### src/rtl/qlock_pkg.sv
package qlock_pkg;

    typedef enum logic {
        MUST_WAIT = 1'b0,
        HAS_LOCK  = 1'b1
    } flag_e;

    localparam int unsigned MAX_REQ = 32;

    function automatic int unsigned slot_bits(input int unsigned n);
        return (n < 2) ? 1 : $clog2(n);
    endfunction

endpackage

### src/rtl/qlock_ticket.sv
module qlock_ticket
    import qlock_pkg::*;
#(
    parameter int unsigned NUM_REQ = 4,
    localparam int unsigned IDXW = slot_bits(NUM_REQ)
) (
    input  logic                           clk,
    input  logic                           rst,
    input  logic [NUM_REQ-1:0]             take_i,
    output logic [NUM_REQ-1:0][IDXW-1:0]   place_o
);
    logic [IDXW-1:0] cnt_q;
    logic [IDXW-1:0] cnt_d;

    always_comb begin
        logic [IDXW-1:0] run;
        run = cnt_q;
        for (int i = 0; i < NUM_REQ; i++) begin
            place_o[i] = run;
            if (take_i[i]) run = run + 1'b1;
        end
        cnt_d = run;
    end

    always_ff @(posedge clk) begin
        if (rst) cnt_q <= '0;
        else     cnt_q <= cnt_d;
    end

    // no take means the counter holds
    a_r9_cnt_hold: assert property (@(posedge clk) disable iff (rst)
        (take_i == '0) |=> $stable(cnt_q));

    // a single take advances by exactly one
    a_r2_cnt_step: assert property (@(posedge clk) disable iff (rst)
        ($countones(take_i) == 1) |=> (cnt_q == $past(cnt_q) + 1'b1));

endmodule

### src/rtl/qlock_flags.sv
module qlock_flags
    import qlock_pkg::*;
#(
    parameter int unsigned NUM_REQ = 4,
    localparam int unsigned IDXW = slot_bits(NUM_REQ)
) (
    input  logic                 clk,
    input  logic                 rst,
    input  logic                 pass_i,
    input  logic [IDXW-1:0]      pass_slot_i,
    output logic [NUM_REQ-1:0]   own_o
);
    flag_e           ring_q [NUM_REQ];
    logic [IDXW-1:0] next_slot;

    assign next_slot = pass_slot_i + 1'b1;

    always_ff @(posedge clk) begin
        if (rst) begin
            for (int s = 0; s < NUM_REQ; s++)
                ring_q[s] <= (s == 0) ? HAS_LOCK : MUST_WAIT;
        end else if (pass_i) begin
            ring_q[pass_slot_i] <= MUST_WAIT;
            ring_q[next_slot]   <= HAS_LOCK;
        end
    end

    always_comb begin
        for (int s = 0; s < NUM_REQ; s++)
            own_o[s] = (ring_q[s] == HAS_LOCK);
    end

    // exactly one slot owns the lock
    a_r4_one_owner: assert property (@(posedge clk) disable iff (rst)
        $onehot(own_o));

    // no valid pass leaves the ring untouched
    a_r8_ring_hold: assert property (@(posedge clk) disable iff (rst)
        !pass_i |=> $stable(own_o));

    // ownership moves to the following slot
    a_r6_handoff: assert property (@(posedge clk) disable iff (rst)
        pass_i |=> own_o[$past(next_slot)]);

endmodule

### src/rtl/qlock_requester.sv
module qlock_requester
    import qlock_pkg::*;
#(
    parameter int unsigned NUM_REQ = 4,
    localparam int unsigned IDXW = slot_bits(NUM_REQ)
) (
    input  logic                 clk,
    input  logic                 rst,
    input  logic                 acq_i,
    input  logic                 rel_i,
    input  logic [IDXW-1:0]      place_i,
    input  logic [NUM_REQ-1:0]   own_i,
    output logic                 take_o,
    output logic                 hold_o,
    output logic                 rel_ok_o,
    output logic                 rel_bad_o,
    output logic [IDXW-1:0]      slot_o
);
    typedef struct packed {
        logic            queued;
        logic [IDXW-1:0] slot;
    } seat_t;

    seat_t seat_q;

    assign take_o    = acq_i && !seat_q.queued;
    assign hold_o    = seat_q.queued && own_i[seat_q.slot];
    assign rel_ok_o  = rel_i && hold_o;
    assign rel_bad_o = rel_i && !hold_o;
    assign slot_o    = seat_q.slot;

    always_ff @(posedge clk) begin
        if (rst) begin
            seat_q <= '0;
        end else if (take_o) begin
            seat_q.queued <= 1'b1;
            seat_q.slot   <= place_i;
        end else if (rel_ok_o) begin
            seat_q.queued <= 1'b0;
        end
    end

    // slot frozen while queued and not released
    a_r10_slot_stable: assert property (@(posedge clk) disable iff (rst)
        (seat_q.queued && !rel_ok_o) |=> $stable(slot_o));

    // owner leaves the queue after release
    a_r6_leave: assert property (@(posedge clk) disable iff (rst)
        rel_ok_o |=> !hold_o);

endmodule

### src/rtl/qlock_unit.sv
module qlock_unit
    import qlock_pkg::*;
#(
    parameter int unsigned NUM_REQ = 4,
    localparam int unsigned IDXW = slot_bits(NUM_REQ)
) (
    input  logic                      clk,
    input  logic                      rst,
    input  logic [NUM_REQ-1:0]        acq_i,
    input  logic [NUM_REQ-1:0]        rel_i,
    output logic [NUM_REQ-1:0]        grant_o,
    output logic [NUM_REQ*IDXW-1:0]   slot_o,
    output logic                      err_o
);
    logic [NUM_REQ-1:0]            take;
    logic [NUM_REQ-1:0]            rel_ok;
    logic [NUM_REQ-1:0]            rel_bad;
    logic [NUM_REQ-1:0]            own;
    logic [NUM_REQ-1:0][IDXW-1:0]  place;
    logic [NUM_REQ-1:0][IDXW-1:0]  slot;
    logic                          pass;
    logic [IDXW-1:0]               pass_slot;
    logic                          err_q;

    initial begin
        assert (NUM_REQ >= 2 && NUM_REQ <= MAX_REQ && (NUM_REQ & (NUM_REQ - 1)) == 0)
            else $error("NUM_REQ must be a power of two in range");
    end

    qlock_ticket #(.NUM_REQ(NUM_REQ)) u_ticket (
        .clk     (clk),
        .rst     (rst),
        .take_i  (take),
        .place_o (place)
    );

    qlock_flags #(.NUM_REQ(NUM_REQ)) u_flags (
        .clk         (clk),
        .rst         (rst),
        .pass_i      (pass),
        .pass_slot_i (pass_slot),
        .own_o       (own)
    );

    for (genvar i = 0; i < NUM_REQ; i++) begin : g_req
        qlock_requester #(.NUM_REQ(NUM_REQ)) u_req (
            .clk       (clk),
            .rst       (rst),
            .acq_i     (acq_i[i]),
            .rel_i     (rel_i[i]),
            .place_i   (place[i]),
            .own_i     (own),
            .take_o    (take[i]),
            .hold_o    (grant_o[i]),
            .rel_ok_o  (rel_ok[i]),
            .rel_bad_o (rel_bad[i]),
            .slot_o    (slot[i])
        );
        assign slot_o[i*IDXW +: IDXW] = slot[i];
    end

    always_comb begin
        pass_slot = '0;
        for (int i = 0; i < NUM_REQ; i++)
            if (rel_ok[i]) pass_slot = pass_slot | slot[i];
    end

    assign pass = |rel_ok;

    always_ff @(posedge clk) begin
        if (rst) err_q <= 1'b0;
        else     err_q <= |rel_bad;
    end

    assign err_o = err_q;

    // mutual exclusion on the grants
    a_r5_mutex: assert property (@(posedge clk) disable iff (rst)
        $onehot0(grant_o));

    // a release by a non-owner raises the error next cycle
    a_r8_err_flag: assert property (@(posedge clk) disable iff (rst)
        ((rel_i & ~grant_o) != '0) |=> err_o);

    // grants unchanged when no owner releases
    a_r8_grant_keep: assert property (@(posedge clk) disable iff (rst)
        ((rel_i & grant_o) == '0) |=> ((grant_o & $past(grant_o)) == $past(grant_o)));

endmodule

### config.mk
export PLATFORM = sky130hd
export DESIGN_NAME = qlock_unit
export DESIGN_NICKNAME = d
export VERILOG_FILES = /design/src/rtl/qlock_pkg.sv /design/src/rtl/qlock_ticket.sv /design/src/rtl/qlock_flags.sv /design/src/rtl/qlock_requester.sv /design/src/rtl/qlock_unit.sv
export SDC_FILE = /design/constraint.sdc
export NUM_CORES = 1
export LEC_CHECK = 0
export BUFFER_PORTS_ARGS = -buffer_cell sky130_fd_sc_hd__buf_2
export CAP_MARGIN = 20
export CORE_UTILIZATION = 40
export CTS_CLUSTER_DIAMETER = 50
export CTS_CLUSTER_SIZE = 10
export DETAILED_ROUTE_END_ITERATION = 8
export PLACE_DENSITY_LB_ADDON = 0.25
export RECOVER_POWER = 25
export SYNTH_ARGS = -nofsm -noshare
export SYNTH_HDL_FRONTEND = slang
export SYNTH_HIERARCHICAL = 1
export SYNTH_SLANG_ARGS = --single-unit
### constraint.sdc
create_clock -name clk -period 4.6 [get_ports clk]
set_clock_uncertainty 0.2 [all_clocks]
set_input_delay 0 -clock clk [delete_from_list [all_inputs] [get_ports clk]]
set_output_delay 0 -clock clk [all_outputs]
set_load 0.01 [all_outputs]
==> flow_summary.json <==
{
  "synth_most_common_cell": "nor2_1",
  "ys_ff_latch": 19,
  "synth_top_family_by_area": "simple AND/OR/NAND/NOR gates",
  "start_util_pct": 43.08,
  "yosys.cell_types.count": 34,
  "synth-compound-area-share_pct": 14.99,
  "pwr-share-comb_pct": 39.6,
  "drc": 4,
  "place_worst_setup_slack_ps": 2294,
  "violations": "design-rule violations",
  "tightest_slew_ps": 433.2,
  "max_cap_viol_count": 0,
  "max-slew-margin-rel_pct": 70.99,
  "reg2reg_depth": 7,
  "avgSynthCellArea_um2": 9.095,
  "tns_ps": 0,
  "p_int_uw": 335.5,
  "clkSinkCount": 19,
  "ys_warn_count": 6,
  "arrival_ps": 2310,
  "die_w_um": 57.20,
  "hold_violations": 0,
  "cts_tree": "done",
  "clk_path_buf_depth": 2,
  "grt_max_degree": 21,
  "netlist_area_um2": 1219,
  "fin_nets": 168,
  "crit_required_ps": 4580,
  "pwr-share-seq_pct": 44.5,
  "place_congestion": 0.8247,
  "grt_setup_unrepaired": "false",
  "first_iter_violations": 54,
  "synthArstFlopShare_pct": 0,
  "drt_wl_total_um": 2543,
  "cp-start-kind": "register",
  "yosys.area_share.xor_xnor_pct": 7.084,
  "power_switching_share_pct": 37.76,
  "critPathMaxFanout": 5,
  "syn-num-nets": 144,
  "boundaryPins": 23,
  "antenna_cells": 0,
  "synthSimpleGateAreaFrac_pct": 21.66,
  "setup_viol": 0,
  "synth_commonest_cells": "nor2_1, dfxtp_1, mux2i_1",
  "routed-via-count": 967,
  "port_buffers": 22,
  "antenna_found_initial": 0,
  "clkLatencyLatePin_ps": 300,
  "syn_to_final_growth_pct": 14.07,
  "status": "complete, but fails checks",
  "crit_path_end_kind": "register",
  "h-tree-depth": 1,
  "wl_per_cell_um": 13.53,
  "period_needed_ps": 2324,
  "grt_pass1_vias": 908,
  "grt_overflow": 0,
  "power.density_nw_per_um2": 387.8,
  "netlist_instances": 134,
  "hpwl_um": 1814,
  "synth_edf_count": 0,
  "die-height_um": 57.20,
  "grtUsageTotal_pct": 17.18,
  "coreArea_um2": 2829,
  "synthFlopType": "dfxtp_1",
  "hold_class": "input pin to register",
  "clk_transition_reported_paths_ps": 120,
  "worst_slack_ps": 2276,
  "achievable-frequency_mhz": 430.3,
  "min_path_cells": 4,
  "rows": 19,
  "max-vdd-ir-drop_v": 0.0001695,
  "grt_first_pass_wirelength_um": 4305,
  "slew_violations": 0,
  "netlist_top_cells_area": "dfxtp_1, mux2i_1, buf_4",
  "synthMuxAreaShare_pct": 13.96,
  "root_buffer": "clkbuf_4",
  "ant_nets": 0,
  "synth_top_area_share_pct": 31.21,
  "numCtsBuffers": 3,
  "drive_above_1_share_pct": 22.93,
  "p_leak_nw": 0.5651,
  "p_sw_uw": 203.5,
  "synth_top_area_cell": "dfxtp_1",
  "ctsResizeCount": 0,
  "routed_via_density": 5.144,
  "drt-pass1-iter-count": 6,
  "fin_crit_sh_pct": 50.52,
  "yosysSeqAreaShare_pct": 31.21,
  "clkPwrFrac_pct": 15.9,
  "dieArea_um2": 3271,
  "synthAdderAreaFrac_pct": 1.745,
  "setup.worst_path.class": "register to register"
}
-- through the flow --
| stage | area (µm²) | util [%] | power (mW) | std cells | hold slack (ps) |
|---|---|---|---|---|---|
| floorplan | 1219 | - | 0.4160 | 134 | -137.6 |
| global placement | 1272 | 44.98 | 0.4443 | 174 | 13.08 |
| detailed placement | 1272 | 44.98 | 0.4489 | 174 | 16.07 |
| CTS | 1400 | 49.49 | 0.5464 | 188 | 23.57 |
| global route | 1390 | 49.14 | 0.5795 | 188 | 41.25 |
| finish | 1390 | 49.14 | 0.5390 | 188 | 40.57 |
-- layout by cell type (no fill, tap or decap), types with 3 or more instances in the layout --
cell           synthesis  final
dlygate4sd3_1          0     10
nor2_1                21     21
nor2b_2                4      4
mux2i_1               17     17
a22oi_1                4      4
and2_1                 4      4
clkbuf_4               0      3
a211oi_2               4      4
dfxtp_1               19     19
o22ai_2                4      4
nand2b_1               5      5
a21oi_1                3      3
nand2_1                9      9
buf_2                  1     14
clkbuf_1               0      8
inv_1                  5      5
-- power groups by stage --
stage | registers (mW) | logic [mW] | clock network, mW
floorplan | 0.220 | 0.196 | 0
global placement | 0.241 | 0.203 | 0
detailed placement | 0.243 | 0.206 | 0
CTS | 0.239 | 0.217 | 0.0911
global route | 0.245 | 0.236 | 0.0984
finish | 0.240 | 0.214 | 0.0856
-- cells by family after synthesis --
group | Yosys count
and+or+nand+nor | 52
muxes | 17
AOI/OAI and AO/OA | 20
adders and majority gates | 2
DFF | 19
xor gates and xnor gates | 6
buffers and inverters | 18
-- worst max-delay path, cell delays in order, from the launching register on --
cell and delay (ps):
dfxtp_1 450, mux2i_1 270, o22ai_2 120, and2_1 200, or4_1 590, nor2b_1 160, o21ai_0 140, a21oi_1 80
-- per-layer routing --
layer | routed length, µm | up-vias | global-route usage, %
li1 | - | 497 | -
met1 | 1324 | 441 | 23.70
met3 | 105 | 2 | 4.308
met2 | 1099 | 27 | 27.23
met5 | 0 | - | 0
met4 | 13 | 0 | 3.833
-- final timing paths --
kind | startpoint | end | slack [ps]
max | g_req[0].u_req/slot_o[0] | u_flags/ring_q[2] | 2280
min | acq_i[0] | g_req[0].u_req/slot_o[0] | 40
max reg2reg | g_req[0].u_req/slot_o[0] | u_flags/ring_q[2] | 2280
min reg2reg | u_flags/ring_q[2] | u_flags/ring_q[2] | 370
-- final cells by class --
type | instances | area [µm²]
inverter | 5 | 18.77
clock buffer | 3 | 22.52
timing repair buffer | 32 | 200.2
sequential | 19 | 380.4
multi-input combinational | 97 | 724.4
fill | 300 | 1439
clock inverter | 1 | 5.005
tap | 31 | 38.79
-- state kept, by name (all words and copies together) (netlist names) --
| signal | count |
|---|---|
| err_o | 1 |
| g_req.u_req/seat_q | 4 |
| g_req.u_req/slot_o | 8 |
| u_flags/ring_q | 4 |
| u_ticket/cnt_q | 2 |
-- repair_timing --
action,CTS,global route
buffers inserted,0,0
hold buffers,10,0
endpoints found under the hold margin,19,0
Note: power is estimated with default switching activity, not from simulation.
